<file path="src/rtl/hdr_crc_pkg.sv">
package hdr_crc_pkg;
  localparam int          CRC_W    = 16;
  localparam logic [15:0] CRC_POLY = 16'h1021;
  localparam logic [15:0] CRC_INIT = 16'hFFFF;
endpackage

</file>
<file path="src/rtl/hdr_crc_step.sv">
// One bit-serial step of the remainder update.
module hdr_crc_step #(
  parameter int           W    = hdr_crc_pkg::CRC_W,
  parameter logic [W-1:0] POLY = hdr_crc_pkg::CRC_POLY
) (
  input  logic [W-1:0] rem_i,
  input  logic         bit_i,
  output logic [W-1:0] rem_o
);
  logic fb;

  always_comb begin
    fb    = rem_i[W-1] ^ bit_i;
    rem_o = {rem_i[W-2:0], 1'b0} ^ (fb ? POLY : '0);
  end
endmodule

</file>
<file path="src/rtl/hdr_crc_seq.sv">
// Phase sequencing: acceptance, checksum bit counter, done/error/drop flags.
module hdr_crc_seq #(
  parameter int W = hdr_crc_pkg::CRC_W
) (
  input  logic clk,
  input  logic rst_n,
  input  logic start_i,
  input  logic dir_tx_i,
  input  logic drop_on_err_i,
  input  logic bit_vld_i,
  input  logic bit_i,
  input  logic fcs_phase_i,
  input  logic exp_bit_i,
  output logic hdr_acc_o,
  output logic fcs_acc_o,
  output logic first_fcs_o,
  output logic done_o,
  output logic err_o,
  output logic drop_o
);
  localparam int CW = $clog2(W + 1);

  logic [CW-1:0] cnt_q, cnt_d;
  logic          fin_q, fin_d;
  logic          mis_q, mis_d;
  logic          done_d, err_d, drop_d;
  logic          last, cur_mis;

  always_comb begin
    hdr_acc_o   = bit_vld_i & ~fcs_phase_i & ~fin_q & ~start_i;
    fcs_acc_o   = bit_vld_i &  fcs_phase_i & ~fin_q & ~start_i;
    first_fcs_o = fcs_acc_o & (cnt_q == '0);
    last        = fcs_acc_o & (cnt_q == CW'(W - 1));
    cur_mis     = fcs_acc_o & ~dir_tx_i & (bit_i != exp_bit_i);

    cnt_d  = cnt_q;
    fin_d  = fin_q;
    mis_d  = mis_q;
    if (start_i) begin
      cnt_d = '0;
      fin_d = 1'b0;
      mis_d = 1'b0;
    end else begin
      if (fcs_acc_o) cnt_d = cnt_q + 1'b1;
      if (last)      fin_d = 1'b1;
      if (cur_mis)   mis_d = 1'b1;
    end
    done_d = last;
    err_d  = last & ~dir_tx_i & (mis_q | cur_mis);
    drop_d = err_d & drop_on_err_i;
  end

  always_ff @(posedge clk or negedge rst_n) begin
    if (!rst_n) begin
      cnt_q  <= '0;
      fin_q  <= 1'b0;
      mis_q  <= 1'b0;
      done_o <= 1'b0;
      err_o  <= 1'b0;
      drop_o <= 1'b0;
    end else begin
      cnt_q  <= cnt_d;
      fin_q  <= fin_d;
      mis_q  <= mis_d;
      done_o <= done_d;
      err_o  <= err_d;
      drop_o <= drop_d;
    end
  end

  // done is a single-cycle pulse
  a_r6_done_pulse: assert property (@(posedge clk) disable iff (!rst_n)
    done_o |=> !done_o);
  // an error is only reported together with done
  a_r5_err_with_done: assert property (@(posedge clk) disable iff (!rst_n)
    err_o |-> done_o);
  // drop requires an error
  a_r7_drop_needs_err: assert property (@(posedge clk) disable iff (!rst_n)
    drop_o |-> err_o);
  // no checksum bit is accepted once the field has completed
  a_r8_no_accept_after_done: assert property (@(posedge clk) disable iff (!rst_n)
    done_o |-> !fcs_acc_o);
  // a start suppresses the completion pulse
  a_r9_start_wins: assert property (@(posedge clk) disable iff (!rst_n)
    start_i |=> !done_o);
endmodule

</file>
<file path="src/rtl/hdr_crc16.sv">
module hdr_crc16 #(
  parameter int           W    = hdr_crc_pkg::CRC_W,
  parameter logic [W-1:0] POLY = hdr_crc_pkg::CRC_POLY,
  parameter logic [W-1:0] INIT = hdr_crc_pkg::CRC_INIT
) (
  input  logic         clk,
  input  logic         rst_n,
  input  logic         start_i,
  input  logic         dir_tx_i,
  input  logic         drop_on_err_i,
  input  logic         bit_vld_i,
  input  logic         bit_i,
  input  logic         fcs_phase_i,
  output logic         fcs_bit_o,
  output logic         fcs_vld_o,
  output logic [W-1:0] crc_status_o,
  output logic         done_o,
  output logic         crc_err_o,
  output logic         drop_o
);
  logic [W-1:0] rem_q, rem_d, rem_step;
  logic [W-1:0] stat_d;
  logic         hdr_acc, fcs_acc, first_fcs;
  logic         stat_ld;

  hdr_crc_step #(.W(W), .POLY(POLY)) u_step (
    .rem_i (rem_q),
    .bit_i (bit_i),
    .rem_o (rem_step)
  );

  hdr_crc_seq #(.W(W)) u_seq (
    .clk           (clk),
    .rst_n         (rst_n),
    .start_i       (start_i),
    .dir_tx_i      (dir_tx_i),
    .drop_on_err_i (drop_on_err_i),
    .bit_vld_i     (bit_vld_i),
    .bit_i         (bit_i),
    .fcs_phase_i   (fcs_phase_i),
    .exp_bit_i     (fcs_bit_o),
    .hdr_acc_o     (hdr_acc),
    .fcs_acc_o     (fcs_acc),
    .first_fcs_o   (first_fcs),
    .done_o        (done_o),
    .err_o         (crc_err_o),
    .drop_o        (drop_o)
  );

  always_comb begin
    fcs_bit_o = ~rem_q[W-1];
    fcs_vld_o = fcs_acc & dir_tx_i;
    stat_ld   = first_fcs & dir_tx_i;

    rem_d = rem_q;
    if (start_i)      rem_d = INIT;
    else if (hdr_acc) rem_d = rem_step;
    else if (fcs_acc) rem_d = {rem_q[W-2:0], 1'b0};

    stat_d = stat_ld ? ~rem_q : crc_status_o;
  end

  always_ff @(posedge clk or negedge rst_n) begin
    if (!rst_n) begin
      rem_q        <= INIT;
      crc_status_o <= '0;
    end else begin
      rem_q        <= rem_d;
      crc_status_o <= stat_d;
    end
  end

  // start presets the remainder
  a_r2_preset: assert property (@(posedge clk) disable iff (!rst_n)
    start_i |=> rem_q == INIT);
  // serial checksum output only in transmit direction
  a_r3_vld_tx_only: assert property (@(posedge clk) disable iff (!rst_n)
    fcs_vld_o |-> dir_tx_i);
  // status only changes on the first transmitted checksum bit
  a_r4_status_hold: assert property (@(posedge clk) disable iff (!rst_n)
    !stat_ld |=> $stable(crc_status_o));
endmodule

</file>
<file path="config.mk">
export PLATFORM = sky130hd
export DESIGN_NAME = hdr_crc16
export DESIGN_NICKNAME = d
export VERILOG_FILES = /design/src/rtl/hdr_crc_pkg.sv /design/src/rtl/hdr_crc_step.sv /design/src/rtl/hdr_crc_seq.sv /design/src/rtl/hdr_crc16.sv
export SDC_FILE = /design/constraint.sdc
export NUM_CORES = 1
export LEC_CHECK = 0
export BUFFER_PORTS_ARGS = -buffer_cell sky130_fd_sc_hd__buf_2
export CORE_MARGIN = 2
export CORE_UTILIZATION = 54
export DETAILED_ROUTE_END_ITERATION = 6
export HOLD_SLACK_MARGIN = 0.15
export MAX_ROUTING_LAYER = met4
export PLACE_DENSITY_LB_ADDON = 0.2
export SYNTH_ARGS = -nofsm -noshare
export SYNTH_HDL_FRONTEND = slang
export SYNTH_HIERARCHICAL = 1
export SYNTH_SLANG_ARGS = --single-unit
export TNS_END_PERCENT = 5
</file>
<file path="constraint.sdc">
create_clock -name clk -period 2.2 [get_ports clk]
set_input_delay 0.11 -clock clk [delete_from_list [all_inputs] [get_ports clk]]
set_output_delay 0.11 -clock clk [all_outputs]
set_load 0.03 [all_outputs]
</file>
Word level (Yosys, flattened, before mapping)
Cells that the tools add are included.
{"block": "op_classes", "n_addsub": 1, "n_eq_ne": 2, "mux": 10, "bitwise": 24, "n_reduce_logical": 5}
{"operator": "16-bit two-way mux", "n": 3}
{"operator": "16-bit inverter", "n": 1}
{"operator": "16-bit bitwise XOR", "n": 1}
{"operator": "1-bit bitwise AND", "n": 15}
{"operator": "13-bit two-way mux", "n": 1}
{"operator": "5-bit two-way mux", "n": 2}
{"operator": "2-bit nonzero test", "n": 3}
{"operator": "5-bit by 1-bit adder with 5-bit output, second input constant", "n": 1}
{"operator": "5-bit by 4-bit == test with 1-bit output, second input constant", "n": 1}
{"operator": "5-bit logical NOT", "n": 1}
{"operator": "1-bit inverter", "n": 5}
{"operator": "1-bit two-way mux", "n": 4}
{"operator": "3-bit nonzero test", "n": 1}
{"operator": "1-bit != test", "n": 1}
{"operator": "1-bit bitwise OR", "n": 1}
{"operator": "1-bit bitwise XOR", "n": 1}
{"block": "word_totals", "register_bits": 42, "inputBits": 8, "output_inout_bits": 21, "elab_cells": 50}

Longest topological paths before layout
{"block": "depth", "ltp_word": 8, "mapped_depth": 6, "depth_no_buf": 6}

By module
The synthesis kept the hierarchy.
{"mod": "hdr_crc16", "n_inst": 1, "cells_per_inst": 108, "area_per_inst_um2": 1502.7, "seq_area_each_um2": 820.8}
{"mod": "hdr_crc_seq", "n_inst": 1, "cells_per_inst": 52, "area_per_inst_um2": 526.8, "seq_area_each_um2": 250.2}
{"mod": "hdr_crc_step", "n_inst": 1, "cells_per_inst": 17, "area_per_inst_um2": 161.4, "seq_area_each_um2": 0.0}

Worst setup path before layout
No wires, ideal clock.
{"block": "synth_timing", "kind": "register to register", "startpoint": "register u_seq.fin_q", "endpoint": "register rem_q[3]", "setup_ns": 0.085, "arrival_ns": 1.517, "t_required_ns": 2.115, "path_slack_ns": 0.598, "stages_incl_launch_ff": 5, "path_buffers": 1, "period_less_slack_ns": 1.602, "path_cell_list": "dfrtp_1 nor4b_1 nand2b_2 buf_6 a2bb2oi_2"}
{"block": "synth_between", "elab_chain_cells": 5, "elab_cells_between_ends": 8, "cone_classes": "2 x mux; 5 x bitwise; 1 x reduce/logical"}
{"item": "start: declaration", "line": "hdr_crc_seq.sv:24", "text": "logic fin_q, fin_d;"}
{"item": "start signal: assignment", "line": "hdr_crc_seq.sv:63", "text": "fin_q <= fin_d;"}
{"item": "1-bit inverter (*)", "line": "hdr_crc_seq.sv:30", "text": "hdr_acc_o = bit_vld_i & ~fcs_phase_i & ~fin_q & ~start_i;"}
{"item": "1-bit bitwise AND (*) (2 in a row)", "line": "hdr_crc_seq.sv:30"}
{"item": "named net hdr_acc", "line": "hdr_crc16.sv:23", "text": "logic hdr_acc, fcs_acc, first_fcs;"}
{"item": "16-bit two-way mux", "line": "hdr_crc16.sv:57", "text": "else if (hdr_acc) rem_d = rem_step;"}
{"item": "16-bit two-way mux", "line": "hdr_crc16.sv:56", "text": "if (start_i) rem_d = INIT;"}
{"item": "end signal: assignment", "line": "hdr_crc16.sv:68", "text": "rem_q <= rem_d;"}
{"item": "end: declaration", "line": "hdr_crc16.sv:21", "text": "logic [W-1:0] rem_q, rem_d, rem_step;"}
Mark *: on every way through the listed nets, which the timed path passes. The rest lies on a longest branch.
A chain may end at the register's enable or synchronous reset.

Worst setup path in the final report
{"block": "layout_timing", "startpoint": "register u_seq.fin_q", "endpoint": "output port fcs_vld_o"}
{"block": "layout_between", "elab_chain_cells": 4}
{"item": "1-bit inverter", "line": "hdr_crc_seq.sv:31", "text": "fcs_acc_o = bit_vld_i & fcs_phase_i & ~fin_q & ~start_i;"}
{"item": "1-bit bitwise AND (2 in a row)", "line": "hdr_crc_seq.sv:31"}
{"item": "named net fcs_acc", "line": "hdr_crc16.sv:23"}
{"item": "1-bit bitwise AND", "line": "hdr_crc16.sv:52", "text": "fcs_vld_o = fcs_acc & dir_tx_i;"}
{"item": "end: declaration", "line": "hdr_crc16.sv:15", "text": "output logic fcs_vld_o,"}
The timed path passes the listed nets, and every way through them passes these cells.

==> run summary <==
run status = finished, final reports clean
Crit. End Element = primary output
Boundary Pins = 29
# port buffers = 28
R2R cell count = 6
DIE AREA = 4580 um2
Routed Antenna Nets = 0
H-tree depth = 2
Die Wd = 67.7 um
Final Hold Viols = 0
CTS Hold Bufs = 4
Simple-Gate Fraction of Synth Area = 9.19%
Clock Pin Slew Worst Setup and Hold Paths = 0.08 ns
initial antenna violation count = 0
Mapped Cells = 177
Synth Flop Type = dfrtp_1
Worst setup SP type = register
Period minus WS final = 1.82 ns
core area = 3940 um2
mux cell area share after synthesis = 14.2%
Compound-Gate Fraction of Synth Area = 11.2%
Worst Skew = 0.00509 ns
post-synth cell types = 36
Initial DRC Count = 55
Critical Path AT = 1.71 ns
vias in the first global route = 1,240
FF+latch count, synth = 42
Synth Cell Area = 2190 um2
Via-to-Cell Ratio = 5.12
GR Util All Layers = 18.7%
Synth Area in XOR/XNOR = 2.97%
crit path kind = reg -> out
Reg-to-Reg Start = u_seq/fin_q
fillers = 312
peak supply drop = 0.446 mV
HP Class = in -> reg
share of post-route cells with drive strength above 1 = 36.5%
WL final = 3.70 mm
Critical Path End = fcs_vld_o
commonest non-fill, non-tap cells in the layout = 30 x mux2i_1, 28 x buf_2, 26 x dfrtp_1, 21 x inv_1, 16 x dfstp_2
Die H = 67.7 um
Syn Area/Cell = 12.4 um2
DP HPWL = 2.56 mm
Routed wire per std cell = 14.8 um
number of synthesized flops with an enable pin = 0
final slew viol count = 0
largest net degree at the start of global routing = 43
# DRC = 0
commonest non-fill, non-tap cell in the layout = mux2i_1
PwrDens = 731 nW/um2
R2R setup slack = 0.52 ns
insertion delay to the later sink of the worst-skew pair = 0.29 ns
final setup vio count = 0
ys async rst share = 100%
Fin Setup TNS = 0 ns
Worst slew margin = 38.5%
CTS Buf Count = 5
crit share post-route = 82.7%
n_diodes = 0
DP Cell Count = 238
Net Count, Synth = 188
fin cells = 250
grt total ovfl = 0
Post-Synth Adder-Cell Area = 1.71%
site row count = 23
largest family of logic cells by synthesized area = multiplexers
Starting Density = 55.6%
RR Endpoint = crc_status_o[6]
yosys warns = 6
# nets final = 210
CP max FO = 17
Max-Cap Viols = 0
worst-margin pin slew = 0.923 ns
Area growth syn-to-layout = 9.25%
P_leak = 0.00119 uW
Bufs on Longest Clock Path = 2
CP required = 2.09 ns
CTS tree = yes
DR vias = 1,279
FMAX = 550 MHz
DR pass1 iterations = 4
Seq/Total Area, Yosys = 48.9%
Post-CTS Setup Inserts = 0
Root Buffer Master = clkbuf_8
first-pass GRT wire length = 6.04 mm
CTS resizes = 0
Worst Setup SP = u_seq/fin_q
Num Clock Sinks = 42
GPL Wtd Cong = 0.790
RSZ-0062 raised after global routing = false
==> final cells by class <==
type / count / area (um2) / area share, %
clock buffer: 8 / 110 / 4.60
multi-input combinational: 93 / 861 / 36.0
timing repair buffer: 36 / 210 / 8.78
sequential: 42 / 1070 / 44.7
tap: 50 / 62.6 / 2.61
inverter: 21 / 78.8 / 3.29
==> cells by family after synthesis <==
| logic type | Yosys count |
|---|---|
| xor+xnor | 4 |
| compound gates | 26 |
| simple gates | 29 |
| fa+ha+maj | 3 |
| mux | 31 |
| buf+inv | 42 |
| flops | 42 |
==> Yosys cell counts (2+ instances only) <==
library cell / n / share of area [%]
o21ai_0: 3 / 0.69
ha_1: 3 / 1.7
a2bb2oi_2: 10 / 6.9
or3_1: 2 / 0.57
dfrtp_1: 26 / 30
a2bb2oi_1: 3 / 1.2
a21oi_1: 8 / 1.8
nand2_1: 5 / 0.86
nor3b_1: 2 / 0.69
xor3_1: 2 / 2.2
buf_4: 14 / 4.8
nor2_1: 6 / 1.0
inv_1: 21 / 3.6
dfstp_2: 16 / 19
xor2_1: 2 / 0.80
mux2i_1: 30 / 14
buf_2: 2 / 0.46
buf_6: 4 / 2.1
==> critical path: stages (launching register included) <==
cell      delay [ns]
dfrtp_1         0.43
nand3b_4        0.20
nor2_1          0.12
buf_4           0.30
and2_1          0.16
buf_2           0.19
==> report_power, final <==
part,internal [uW],switching [uW],total (uW)
sequential,832,32.4,864
combinational,101,205,306
clock,317,262,579
total,1250,499,1750
==> flip-flops by register name, summed over array words and instances (netlist names) <==
name / count
u_seq/done_o: 1
u_seq/cnt_q: 5
u_seq/mis_q: 1
u_seq/drop_o: 1
crc_status_o: 16
u_seq/err_o: 1
rem_q: 16
u_seq/fin_q: 1
==> metrics by stage <==
stage	total power, uW	setup slack [ns]	cell area [um2]	utilization (%)	hold slack, ns
after floorplan	1090	0.598	2190	-	-0.186
after global placement	1170	0.593	2240	56.9	0.284
after detailed placement	1180	0.518	2240	56.9	0.299
after CTS	1770	0.369	2390	60.7	0.161
after global routing	1840	0.262	2390	60.7	0.165
final	1750	0.381	2390	60.7	0.166
==> worst min-delay path by stage <==
stage	startpoint	end	cells past startpoint
floorplan	rst_n	crc_status_o[0]	0
global placement	rst_n	u_seq/cnt_q[4]	1
detailed placement	rst_n	u_seq/cnt_q[4]	1
CTS	bit_vld_i	u_seq/done_o	2
global route	bit_vld_i	u_seq/done_o	2
finish	bit_vld_i	u_seq/done_o	2
==> layer usage <==
metal	up-vias	wire, um	track usage [%]
li1	630	-	-
met1	616	1650	23.1
met2	27	1830	30.1
met3	6	161	4.50
met4	0	57	6.12
met5	-	0	-
(Power assumes the default switching activity.)
